<file path="src/rtl/sdram_refresh_pkg.sv">
package sdram_refresh_pkg;

  typedef enum logic [1:0] {
    RATE_OFF   = 2'b00,
    RATE_SHORT = 2'b01,
    RATE_MID   = 2'b10,
    RATE_LONG  = 2'b11
  } rate_e;

  // Whole cycles in an interval of ns nanoseconds at khz kilohertz, rounded down.
  function automatic int unsigned cycles_for(input int unsigned ns, input int unsigned khz);
    longint unsigned prod;
    prod = 64'(ns) * 64'(khz);
    return 32'(prod / 64'd1_000_000);
  endfunction

endpackage

</file>
<file path="src/rtl/refresh_rate_decode.sv">
module refresh_rate_decode
  import sdram_refresh_pkg::*;
#(
  parameter int unsigned FREQ0_KHZ = 66666,
  parameter int unsigned FREQ1_KHZ = 100000,
  parameter int unsigned FREQ2_KHZ = 133333,
  parameter int unsigned SHORT_NS  = 7800,
  parameter int unsigned MID_NS    = 15600,
  parameter int unsigned LONG_NS   = 125000,
  parameter int unsigned CNT_W     = 15
) (
  input  logic [1:0]       rate_code,
  input  logic [1:0]       clk_sel,
  output logic [CNT_W-1:0] term_cnt,
  output logic             enable
);

  localparam int unsigned TC_S0 = cycles_for(SHORT_NS, FREQ0_KHZ);
  localparam int unsigned TC_S1 = cycles_for(SHORT_NS, FREQ1_KHZ);
  localparam int unsigned TC_S2 = cycles_for(SHORT_NS, FREQ2_KHZ);
  localparam int unsigned TC_M0 = cycles_for(MID_NS, FREQ0_KHZ);
  localparam int unsigned TC_M1 = cycles_for(MID_NS, FREQ1_KHZ);
  localparam int unsigned TC_M2 = cycles_for(MID_NS, FREQ2_KHZ);
  localparam int unsigned TC_L0 = cycles_for(LONG_NS, FREQ0_KHZ);
  localparam int unsigned TC_L1 = cycles_for(LONG_NS, FREQ1_KHZ);
  localparam int unsigned TC_L2 = cycles_for(LONG_NS, FREQ2_KHZ);

  always_comb begin
    enable   = (rate_e'(rate_code) != RATE_OFF);
    term_cnt = '0;
    unique case (rate_e'(rate_code))
      RATE_SHORT: begin
        case (clk_sel)
          2'b00:   term_cnt = CNT_W'(TC_S0);
          2'b01:   term_cnt = CNT_W'(TC_S1);
          default: term_cnt = CNT_W'(TC_S2);
        endcase
      end
      RATE_MID: begin
        case (clk_sel)
          2'b00:   term_cnt = CNT_W'(TC_M0);
          2'b01:   term_cnt = CNT_W'(TC_M1);
          default: term_cnt = CNT_W'(TC_M2);
        endcase
      end
      RATE_LONG: begin
        case (clk_sel)
          2'b00:   term_cnt = CNT_W'(TC_L0);
          2'b01:   term_cnt = CNT_W'(TC_L1);
          default: term_cnt = CNT_W'(TC_L2);
        endcase
      end
      default: term_cnt = '0;
    endcase
  end

endmodule

</file>
<file path="src/rtl/refresh_interval_counter.sv">
module refresh_interval_counter #(
  parameter int unsigned CNT_W = 15
) (
  input  logic             clk,
  input  logic             rst_n,
  input  logic [1:0]       rate_code,
  input  logic [1:0]       clk_sel,
  input  logic             enable,
  input  logic [CNT_W-1:0] term_cnt,
  output logic             expire
);

  logic [CNT_W-1:0] cnt_q, cnt_d;
  logic [3:0]       cfg_q, cfg_d;
  logic             cfg_change;

  assign cfg_d      = {rate_code, clk_sel};
  assign cfg_change = (cfg_d != cfg_q);

  always_comb begin
    cnt_d  = cnt_q;
    expire = 1'b0;
    if (!enable || cfg_change) begin
      cnt_d = '0;
    end else if (cnt_q >= term_cnt - 1'b1) begin
      cnt_d  = '0;
      expire = 1'b1;
    end else begin
      cnt_d = cnt_q + 1'b1;
    end
  end

  always_ff @(posedge clk or negedge rst_n) begin
    if (!rst_n) begin
      cnt_q <= '0;
      cfg_q <= '0;
    end else begin
      cnt_q <= cnt_d;
      cfg_q <= cfg_d;
    end
  end


  wrap_restart_chk: assert property (@(posedge clk) disable iff (!rst_n)
    expire |=> (cnt_q == '0));


  cfg_reload_chk: assert property (@(posedge clk) disable iff (!rst_n)
    ({rate_code, clk_sel} != cfg_q) |=> (cnt_q == '0));

endmodule

</file>
<file path="src/rtl/refresh_pending_tracker.sv">
module refresh_pending_tracker #(
  parameter int unsigned PEND_MAX = 8,
  parameter int unsigned PEND_W   = 4
) (
  input  logic              clk,
  input  logic              rst_n,
  input  logic              enable,
  input  logic              expire,
  input  logic              ack,
  output logic              req,
  output logic [PEND_W-1:0] pend
);

  localparam logic [PEND_W-1:0] LIMIT = PEND_W'(PEND_MAX);

  logic [PEND_W-1:0] pend_q, pend_d;
  logic              has_pend;

  assign has_pend = (pend_q != '0);

  always_comb begin
    pend_d = pend_q;
    if (!enable) begin
      pend_d = '0;
    end else if (expire && !(ack && has_pend)) begin
      if (pend_q < LIMIT) pend_d = pend_q + 1'b1;
    end else if (!expire && ack && has_pend) begin
      pend_d = pend_q - 1'b1;
    end
  end

  always_ff @(posedge clk or negedge rst_n) begin
    if (!rst_n) pend_q <= '0;
    else        pend_q <= pend_d;
  end

  assign req  = has_pend;
  assign pend = pend_q;


  no_overflow_chk: assert property (@(posedge clk) disable iff (!rst_n)
    pend_q <= LIMIT);


  off_clears_chk: assert property (@(posedge clk) disable iff (!rst_n)
    !enable |=> (pend_q == '0));


  ack_dec_chk: assert property (@(posedge clk) disable iff (!rst_n)
    (enable && ack && !expire && pend_q != '0) |=> (pend_q == $past(pend_q) - 1'b1));


  ack_meets_expire_chk: assert property (@(posedge clk) disable iff (!rst_n)
    (enable && ack && expire && pend_q != '0) |=> $stable(pend_q));

endmodule

</file>
<file path="src/rtl/sdram_refresh_timer.sv">
module sdram_refresh_timer
  import sdram_refresh_pkg::*;
#(
  parameter int unsigned FREQ0_KHZ = 66666,
  parameter int unsigned FREQ1_KHZ = 100000,
  parameter int unsigned FREQ2_KHZ = 133333,
  parameter int unsigned SHORT_NS  = 7800,
  parameter int unsigned MID_NS    = 15600,
  parameter int unsigned LONG_NS   = 125000,
  parameter int unsigned PEND_MAX  = 8,
  localparam int unsigned PEND_W   = $clog2(PEND_MAX + 1)
) (
  input  logic              clk,
  input  logic              rst_n,
  input  logic [1:0]        rate_code,
  input  logic [1:0]        clk_sel,
  input  logic              refresh_ack,
  output logic              refresh_req,
  output logic [PEND_W-1:0] pend_count
);

  localparam int unsigned MAX_F01 = (FREQ0_KHZ > FREQ1_KHZ) ? FREQ0_KHZ : FREQ1_KHZ;
  localparam int unsigned MAX_F   = (MAX_F01 > FREQ2_KHZ) ? MAX_F01 : FREQ2_KHZ;
  localparam int unsigned MAX_NS01 = (SHORT_NS > MID_NS) ? SHORT_NS : MID_NS;
  localparam int unsigned MAX_NS   = (MAX_NS01 > LONG_NS) ? MAX_NS01 : LONG_NS;
  localparam int unsigned MAX_TC   = cycles_for(MAX_NS, MAX_F);
  localparam int unsigned CNT_W    = $clog2(MAX_TC + 1);

  logic [CNT_W-1:0] term_cnt;
  logic             enable;
  logic             expire;

  refresh_rate_decode #(
    .FREQ0_KHZ(FREQ0_KHZ), .FREQ1_KHZ(FREQ1_KHZ), .FREQ2_KHZ(FREQ2_KHZ),
    .SHORT_NS(SHORT_NS), .MID_NS(MID_NS), .LONG_NS(LONG_NS), .CNT_W(CNT_W)
  ) u_decode (
    .rate_code(rate_code),
    .clk_sel  (clk_sel),
    .term_cnt (term_cnt),
    .enable   (enable)
  );

  refresh_interval_counter #(.CNT_W(CNT_W)) u_counter (
    .clk      (clk),
    .rst_n    (rst_n),
    .rate_code(rate_code),
    .clk_sel  (clk_sel),
    .enable   (enable),
    .term_cnt (term_cnt),
    .expire   (expire)
  );

  refresh_pending_tracker #(.PEND_MAX(PEND_MAX), .PEND_W(PEND_W)) u_pending (
    .clk   (clk),
    .rst_n (rst_n),
    .enable(enable),
    .expire(expire),
    .ack   (refresh_ack),
    .req   (refresh_req),
    .pend  (pend_count)
  );


  reset_idle_chk: assert property (@(posedge clk) $fell(rst_n) |=> (!refresh_req && pend_count == '0));

endmodule

</file>
<file path="config.mk">
export PLATFORM = sky130hd
export DESIGN_NAME = sdram_refresh_timer
export DESIGN_NICKNAME = d
export VERILOG_FILES = /design/src/rtl/sdram_refresh_pkg.sv /design/src/rtl/refresh_rate_decode.sv /design/src/rtl/refresh_interval_counter.sv /design/src/rtl/refresh_pending_tracker.sv /design/src/rtl/sdram_refresh_timer.sv
export SDC_FILE = /design/constraint.sdc
export NUM_CORES = 1
export LEC_CHECK = 0
export ABC_CLOCK_PERIOD_IN_PS = 5400
export CORE_ASPECT_RATIO = 0.9
export CORE_MARGIN = 10
export CORE_UTILIZATION = 35
export DETAILED_ROUTE_END_ITERATION = 12
export PLACE_DENSITY = 0.56
export RECOVER_POWER = 50
export SLEW_MARGIN = 20
export SYNTH_ARGS = -nofsm -noshare
export SYNTH_HDL_FRONTEND = slang
export SYNTH_SLANG_ARGS = --single-unit
</file>
<file path="constraint.sdc">
create_clock -name clk -period 5.4 [get_ports clk]
set_input_delay 1.62 -clock clk [delete_from_list [all_inputs] [get_ports clk]]
set_output_delay 1.62 -clock clk [all_outputs]
set_load 0.05 [all_outputs]
</file>
==> summary.txt, run 1 <==
Worst setup path
  • Critical Path Start Type: primary input
  • Worst setup EP type: flop
  • Worst Path Max Fanout: 8
  • Worst EP arrival: 5.13 ns
  • Setup CP Type: primary input to flop
  • WP data required: 5.59 ns

Clock network
  • Worst-skew pair later-pin latency: 0.26 ns
  • Hold Buf Count CTS: 0
  • Post-CTS Setup Inserts: 0
  • Htree depth: 1
  • Post-CTS Resized: 0
  • Clk sinks: 23
  • Longest Clk Path Bufs: 2
  • Clk root buf: clkbuf_8
  • CTS tree: done
  • Total CTS buffers: 3
  • Clock-pin slew on the worst setup and hold paths: about 0.080 ns

Yosys
  • Sequential area share after synthesis: 0.350
  • Cells after Synth: roughly 190
  • Post-Synthesis Net Count: between 200 and 250
  • Ys flop type: dfrtp_1
  • Ys async rst share: 1.00
  • Yosys warns: 0
  • Number of flops mapped to enable cells by yosys: 0
  • Yosys cell types: 38
  • Cell Area, Synth: around 1600 µm²
  • Flops & latches, synth: 23
  • Post-Syn Area per Cell: 8.88 µm²

Final layout
  • Syn-to-layout area delta: 15.8%
  • Post-layout instance area: 1900 µm²
  • Final core occ: 0.424
  • Diode count: 0
  • Layout net count: 231
  • Share of post-route cells with drive strength above 1: 0.0640

Global route
  • Vias in the first global route: ~1300
  • First-pass GRT wire length: 6.22 mm
  • Pin count of the biggest net entering global routing: 24
  • Antenna violations before repair: 0
  • Total gr overflow: 0
  • Gr usage total: 0.0938

Drt
  • Routed Antenna Nets: 0
  • Router iterations before antenna repair: 4
  • Average wire per standard cell: ~13 µm
  • Via density: 5.03
  • Final WL: between 3 and 4 mm
  • Drt first-iter violations: 34
  • Total number of vias: 1332
  • Drt drc: 0

Pwr
  • Clock power frac: 0.198
  • VDD IR max: roughly 0.00017 V
  • Sw frac: 0.390
  • Share of power burned in registers: 0.380
  • Internal cell power: 0.329 mW
  • P_leak: roughly 0.83 nW
  • Comb power frac: 0.422
  • Power Density: about 280 nW/µm²
  • Sw power: 0.210 mW

Timing
  • Skew final: 0.00740 ns
  • Actual slew at the worst max-slew pin: 1.24 ns
  • Sum Neg Setup Slack: 0 ns
  • Setup WS post-layout: 0.464 ns
  • Pins Over Slew Limit: 0
  • RSZ-0062 raised after global routing: no
  • Crit path time final: 4.94 ns
  • Fmax: approximately 200 MHz
  • Final setup viols: 0
  • Final Hold Vio Count: 0
  • Hold WS: 0.528 ns
  • Final period util: 0.914
  • Max transition margin: 0.170

Die
  • IO Count: 12
  • Initial Util: 0.366
  • Die Y-Extent: between 80 and 90 µm
  • Die area: between 7000 and 8000 µm²
  • Die Width: roughly 92 µm
  • Core area: 4490 µm²
  • Row cnt: 23

Min path
  • Hold Path Class: flop to flop

Placement
  • Placed Area: 1860 µm²
  • Post-place setup slack: 0.212 ns
  • Routability Congestion: 0.815
  • Post-detail-place hpwl: 2.70 mm
  • PortBufs: 11

Outcome
  • Status: complete, no violations

Flow run
  • Maxcap violations: 0
cells in the mapped netlist, types with 2 or more instances:
library cell   n  share of area
a21oi_1       11          0.034
and2_1         2         0.0076
and3_1         5          0.019
and4_1         3          0.016
clkbuf_1       2         0.0046
dfrtp_1       23           0.35
ha_1          19           0.14
inv_1          8          0.018
mux2i_1        3          0.018
nand2_1       15          0.034
nand2b_1       3          0.011
nand3_1       10          0.030
nand4_1        2         0.0076
nor2_1        32          0.073
nor2b_1        2         0.0076
o21ai_0        8          0.024
o21ai_1        2         0.0061
xnor2_1        9          0.048
xor2_1         7          0.037
state kept, by name, indices dropped and copies added (netlist names):
signal           flops
u_counter.cfg_q      4
u_counter.cnt_q     15
u_pending.pend       4
placed cells by master, fill, tap and decap left out, types with 5 or more instances in the layout:
cell | synthesis | final
dfrtp_1 | 23 | 23
buf_4 | 1 | 7
inv_1 | 8 | 8
nand2_1 | 15 | 15
xnor2_1 | 9 | 9
ha_1 | 19 | 19
nor2_1 | 32 | 32
clkdlybuf4s50_1 | 0 | 9
nand3_1 | 10 | 10
and3_1 | 5 | 5
a21oi_1 | 11 | 11
o21ai_0 | 8 | 8
xor2_1 | 7 | 7
layer usage:
layer | track usage | vias to the layer above | part of all wire
li1 | - | 688 | -
met1 | 0.129 | 622 | 0.53
met2 | 0.144 | 18 | 0.44
met3 | 0.0211 | 4 | 0.024
met4 | 0.0224 | 0 | 0.0068
met5 | 0 | - | 0
critical path, cell delays in order:
cell	delay [ns]
clkdlybuf4s50_1	0.52
and3_1	0.27
nor2_1	0.16
nand2_1	0.11
ha_1	0.20
xnor2_1	0.14
ha_1	0.30
nand2_1	0.06
o21ai_0	0.15
nand4_1	0.19
a31oi_4	0.23
nand2_1	0.11
ha_1	0.29
a21o_1	0.17
a21oi_1	0.19
nand2_1	0.10
nor3_1	0.13
a21oi_1	0.06
o21ai_0	0.14
power by group through the flow:
| stage | logic [mW] | registers [mW] | clock network [mW] |
|---|---|---|---|
| final | 0.228 | 0.205 | 0.107 |
| after global routing | 0.253 | 0.209 | 0.123 |
| after CTS | 0.231 | 0.205 | 0.114 |
| after detailed placement | 0.230 | 0.209 | 0 |
| after global placement | 0.230 | 0.209 | 0 |
| after floorplan | 0.123 | 0.246 | 0 |
cell type report:
| class | count | area (µm²) |
|---|---|---|
| Clock buffer | 4 | 45.0 |
| Timing Repair Buffer | 18 | 156 |
| Sequential cell | 23 | 576 |
| Tap cell | 62 | 77.6 |
| Multi-Input combinational cell | 150 | 1020 |
| Inverter | 8 | 30.0 |
| Fill cell | 469 | 2590 |
final timing paths:
path                                          start                  to  slack [ns]  cells past startpoint
worst max-delay path                     clk_sel[1]   u_pending.pend[3]        0.46                     19
worst min-delay path             u_counter.cnt_q[0]  u_counter.cnt_q[0]        0.53                      1
worst max register to register  u_counter.cnt_q[12]   u_pending.pend[3]        2.48                     13
worst min register to register   u_counter.cnt_q[0]  u_counter.cnt_q[0]        0.53                      1
max in group asynchronous                     rst_n  u_counter.cnt_q[6]        3.06                      1
min in group asynchronous                     rst_n   u_pending.pend[0]        1.60                      1
metrics by stage:
stage	instances	power, mW
finish	265	0.539
global route	265	0.586
floorplan	185	0.369
CTS	265	0.550
global placement	261	0.439
detailed placement	261	0.439
logic make-up (layout without fill, tap and decap cells):
| logic type | after synthesis | count (layout) | share of synthesized area |
|---|---|---|---|
| simple gates | 78 | 78 | 0.225 |
| compound gates | 33 | 33 | 0.134 |
| flops | 23 | 23 | 0.350 |
| fa+ha+maj | 20 | 20 | 0.157 |
| xor+xnor | 16 | 16 | 0.0853 |
| buf+inv | 12 | 30 | 0.0305 |
| mux | 3 | 3 | 0.0183 |
Note: power is estimated with default switching activity, not from simulation.
==> run 2, diff against run 1 <==
--- a/config.mk
+++ b/config.mk
@@ -6,7 +6,6 @@
 export NUM_CORES = 1
 export LEC_CHECK = 0
 export ABC_CLOCK_PERIOD_IN_PS = 5400
-export CORE_ASPECT_RATIO = 0.9
 export CORE_MARGIN = 10
 export CORE_UTILIZATION = 35
 export DETAILED_ROUTE_END_ITERATION = 12
==> run 2 against run 1 <==
Final cell count is 3.0% lower. Setup slack lost 0.15 ns. Clock power grew 5%. Via count is 4.2% higher. Combinational power is 2% higher. Flip-flop and latch count unchanged. Wire length increased by 10%. First-iteration DRC count up 21%. Clock skew fell by 0.0066 ns. Core utilization grew 0.34 points.
==> summary.txt, run 2 (synthesis gave the netlist of run 1 again) <==
Pwr
  • VDD IR max: 0.000157 V (-5.6%)
  • Power Density: 289 nW/µm² (+2.0%)
  • P_leak: 0.836 nW (+0.64%)

Drt
  • Router iterations before antenna repair: 4 (unchanged)
  • Top sig layer: met4
  • Drt first-iter violations: 41 (+21%)
  • Via density: 5.40 (+7.4%)
  • Routed Antenna Nets: 0 (unchanged)
  • Final WL: 3.71 mm (+10%)
  • Average wire per standard cell: 14.4 µm (+14%)
  • Drt drc: 0 (unchanged)
  • Total number of vias: 1388 (+4.2%)
  • Metal2 WL: 1.80 mm (+21%)
  • Met1 Wirelength: 1.71 mm (-3.8%)
  • Met3 wire len: 154 µm (+88%)

Global route
  • Pin count of the biggest net entering global routing: 24 (unchanged)
  • Total gr overflow: 0 (unchanged)
  • Antenna violations before repair: 0 (unchanged)
  • First-pass GRT wire length: 6.22 mm (-0.11%)
  • Gr usage total: 0.0982 (+0.00445)
  • Vias in the first global route: 1414 (+9.7%)

Final layout
  • Layout net count: 233 (+0.87%)
  • Most flops, register: u_counter.cnt_q
  • Number of flip-flops in the largest register: 15 (unchanged)
  • Syn-to-layout area delta: 15.5%
  • Diode count: 0 (unchanged)
  • Most frequent cells in the layout: 31 x nor2_1, 23 x dfrtp_1, 19 x ha_1
  • Most common cell after layout, fill and taps aside: nor2_1
  • Share of post-route cells with drive strength above 1: 0.0829 (+0.0189)
  • Final core occ: 0.427 (+0.00345)

Clock network
  • CTS tree: done
  • Longest Clk Path Bufs: 2 (unchanged)
  • Hold Buf Count CTS: 0 (unchanged)
  • Clk sinks: 23 (unchanged)
  • Clock-pin slew on the worst setup and hold paths: 0.09 ns (about the same)
  • Total CTS buffers: 3 (unchanged)
  • Clk root buf: clkbuf_8
  • Worst-skew pair later-pin latency: 0.27 ns (about the same)
  • Htree depth: 1 (unchanged)

Die
  • Row cnt: 24 (+4.3%)
  • Die area: 7830 µm² (about the same)
  • Die Width: 88.5 µm (-4.0%)
  • Die Y-Extent: 88.5 µm (+4.1%)
  • Initial Util: 0.370 (+0.00371)
  • IO Count: 12 (unchanged)
  • Core area: 4440 µm² (-1.0%)

Worst setup path
  • Worst setup EP type: flop
  • Setup CP Type: primary input to flop
  • Critical Path Start Type: primary input
  • Worst Path Max Fanout: 6 (-2)
  • WP data required: 5.59 ns (about the same)
  • Worst EP arrival: 5.28 ns (+0.15 ns)

Timing
  • Final setup viols: 0 (unchanged)
  • RSZ-0062 raised after global routing: no
  • Final period util: 0.942 (+0.0280)
  • Actual slew at the worst max-slew pin: 1.30 ns (+0.0511 ns)
  • Pins Over Slew Limit: 0 (unchanged)
  • Final Hold Vio Count: 0 (unchanged)
  • Sum Neg Setup Slack: 0 ns (unchanged)
  • Crit path time final: 5.09 ns (+0.151 ns)
  • Max transition margin: 0.136 (-0.0340)
  • Skew final: 0.000773 ns (-0.00663 ns)
  • Fmax: 197 MHz (-3.0%)

Placement
  • Routability Congestion: 0.892 (+9.4%)
  • PortBufs: 11 (unchanged)
  • Post-detail-place hpwl: 2.89 mm (+7.1%)

Outcome
  • Status: complete, no violations

Flow run
  • Maxcap violations: 0 (unchanged)

Min path
  • Hold Path Class: flop to flop
## run 2: cell count changes in the layout (fill, tap and decap cells not counted)
cell,delta
nor2_2,+1
clkdlybuf4s50_1,-1
clkinvlp_4,+1
nor2_1,-1
dlygate4sd3_1,-1
buf_4,+2
clkbuf_1,+1
## run 2: final timing paths
| path | slack (ns) | start | depth (start not counted) | end |
|---|---|---|---|---|
| worst max register to register | 2.27 | u_counter.cnt_q[12] | 13 | u_pending.pend[3] |
| min in group asynchronous | 1.61 | rst_n | 1 | u_counter.cnt_q[11] |
| worst max-delay path | 0.31 | clk_sel[1] | 19 | u_pending.pend[3] |
| worst min-delay path | 0.54 | u_counter.cnt_q[0] | 1 | u_counter.cnt_q[0] |
| max in group asynchronous | 3.03 | rst_n | 1 | u_pending.pend[1] |
| worst min register to register | 0.54 | u_counter.cnt_q[0] | 1 | u_counter.cnt_q[0] |
## run 2: area by class of cell
| type | instances | area, µm² |
|---|---|---|
| Fill cell | 459 | 2550 |
| Multi-Input combinational cell | 150 | 1020 |
| Sequential cell | 23 | 576 |
| Timing Repair Buffer | 20 | 159 |
| Tap cell | 52 | 65.1 |
| Clock buffer | 3 | 41.3 |
| Inverter | 8 | 30.0 |
| Clock inverter | 1 | 7.51 |
## run 2: report_power, final
part / leakage, nW / switching (mW) / internal [mW]
sequential: 0.307 / 0.0191 / 0.186
combinational: 0.507 / 0.141 / 0.0904
clock: 0.0217 / 0.0598 / 0.0523
total: 0.836 / 0.220 / 0.329
## run 2: layer usage
layer  GRT usage  vias to the layer above
met1       0.117                      660
li1            -                      686
met2       0.170                       33
met5           0                        -
met3      0.0276                        9
met4      0.0250                        0
## run 2: critical path: stages
cell and delay [ns]:
clkdlybuf4s50_1 0.49, and3_1 0.25, nor2_1 0.15, nand2_1 0.10, ha_1 0.21, xnor2_1 0.14, ha_1 0.30, nand2_1 0.05
o21ai_0 0.15, nand4_1 0.20, a31oi_4 0.27, nand2_1 0.14, ha_1 0.30, a21o_1 0.18, a21oi_1 0.20, nand2_1 0.11
nor3_1 0.20, a21oi_1 0.07, o21ai_0 0.15
## run 2: what timing repair did
item,in CTS,in global routing
buffers inserted,0,4
endpoints found under the setup margin,0,1
resized for setup,0,3
## run 2: per-stage QoR
step | instance area, µm² | hold WS (ns) | instances | worst slack (ns) | power [mW]
floorplan | 1640 | 0.475 | 185 | 0.719 | 0.369
global placement | 1840 | 0.518 | 249 | 0.156 | 0.434
detailed placement | 1840 | 0.536 | 249 | -0.125 | 0.443
CTS | 1880 | 0.549 | 253 | 0.169 | 0.556
global route | 1900 | 0.569 | 257 | 0.0212 | 0.584
finish | 1900 | 0.543 | 257 | 0.312 | 0.549
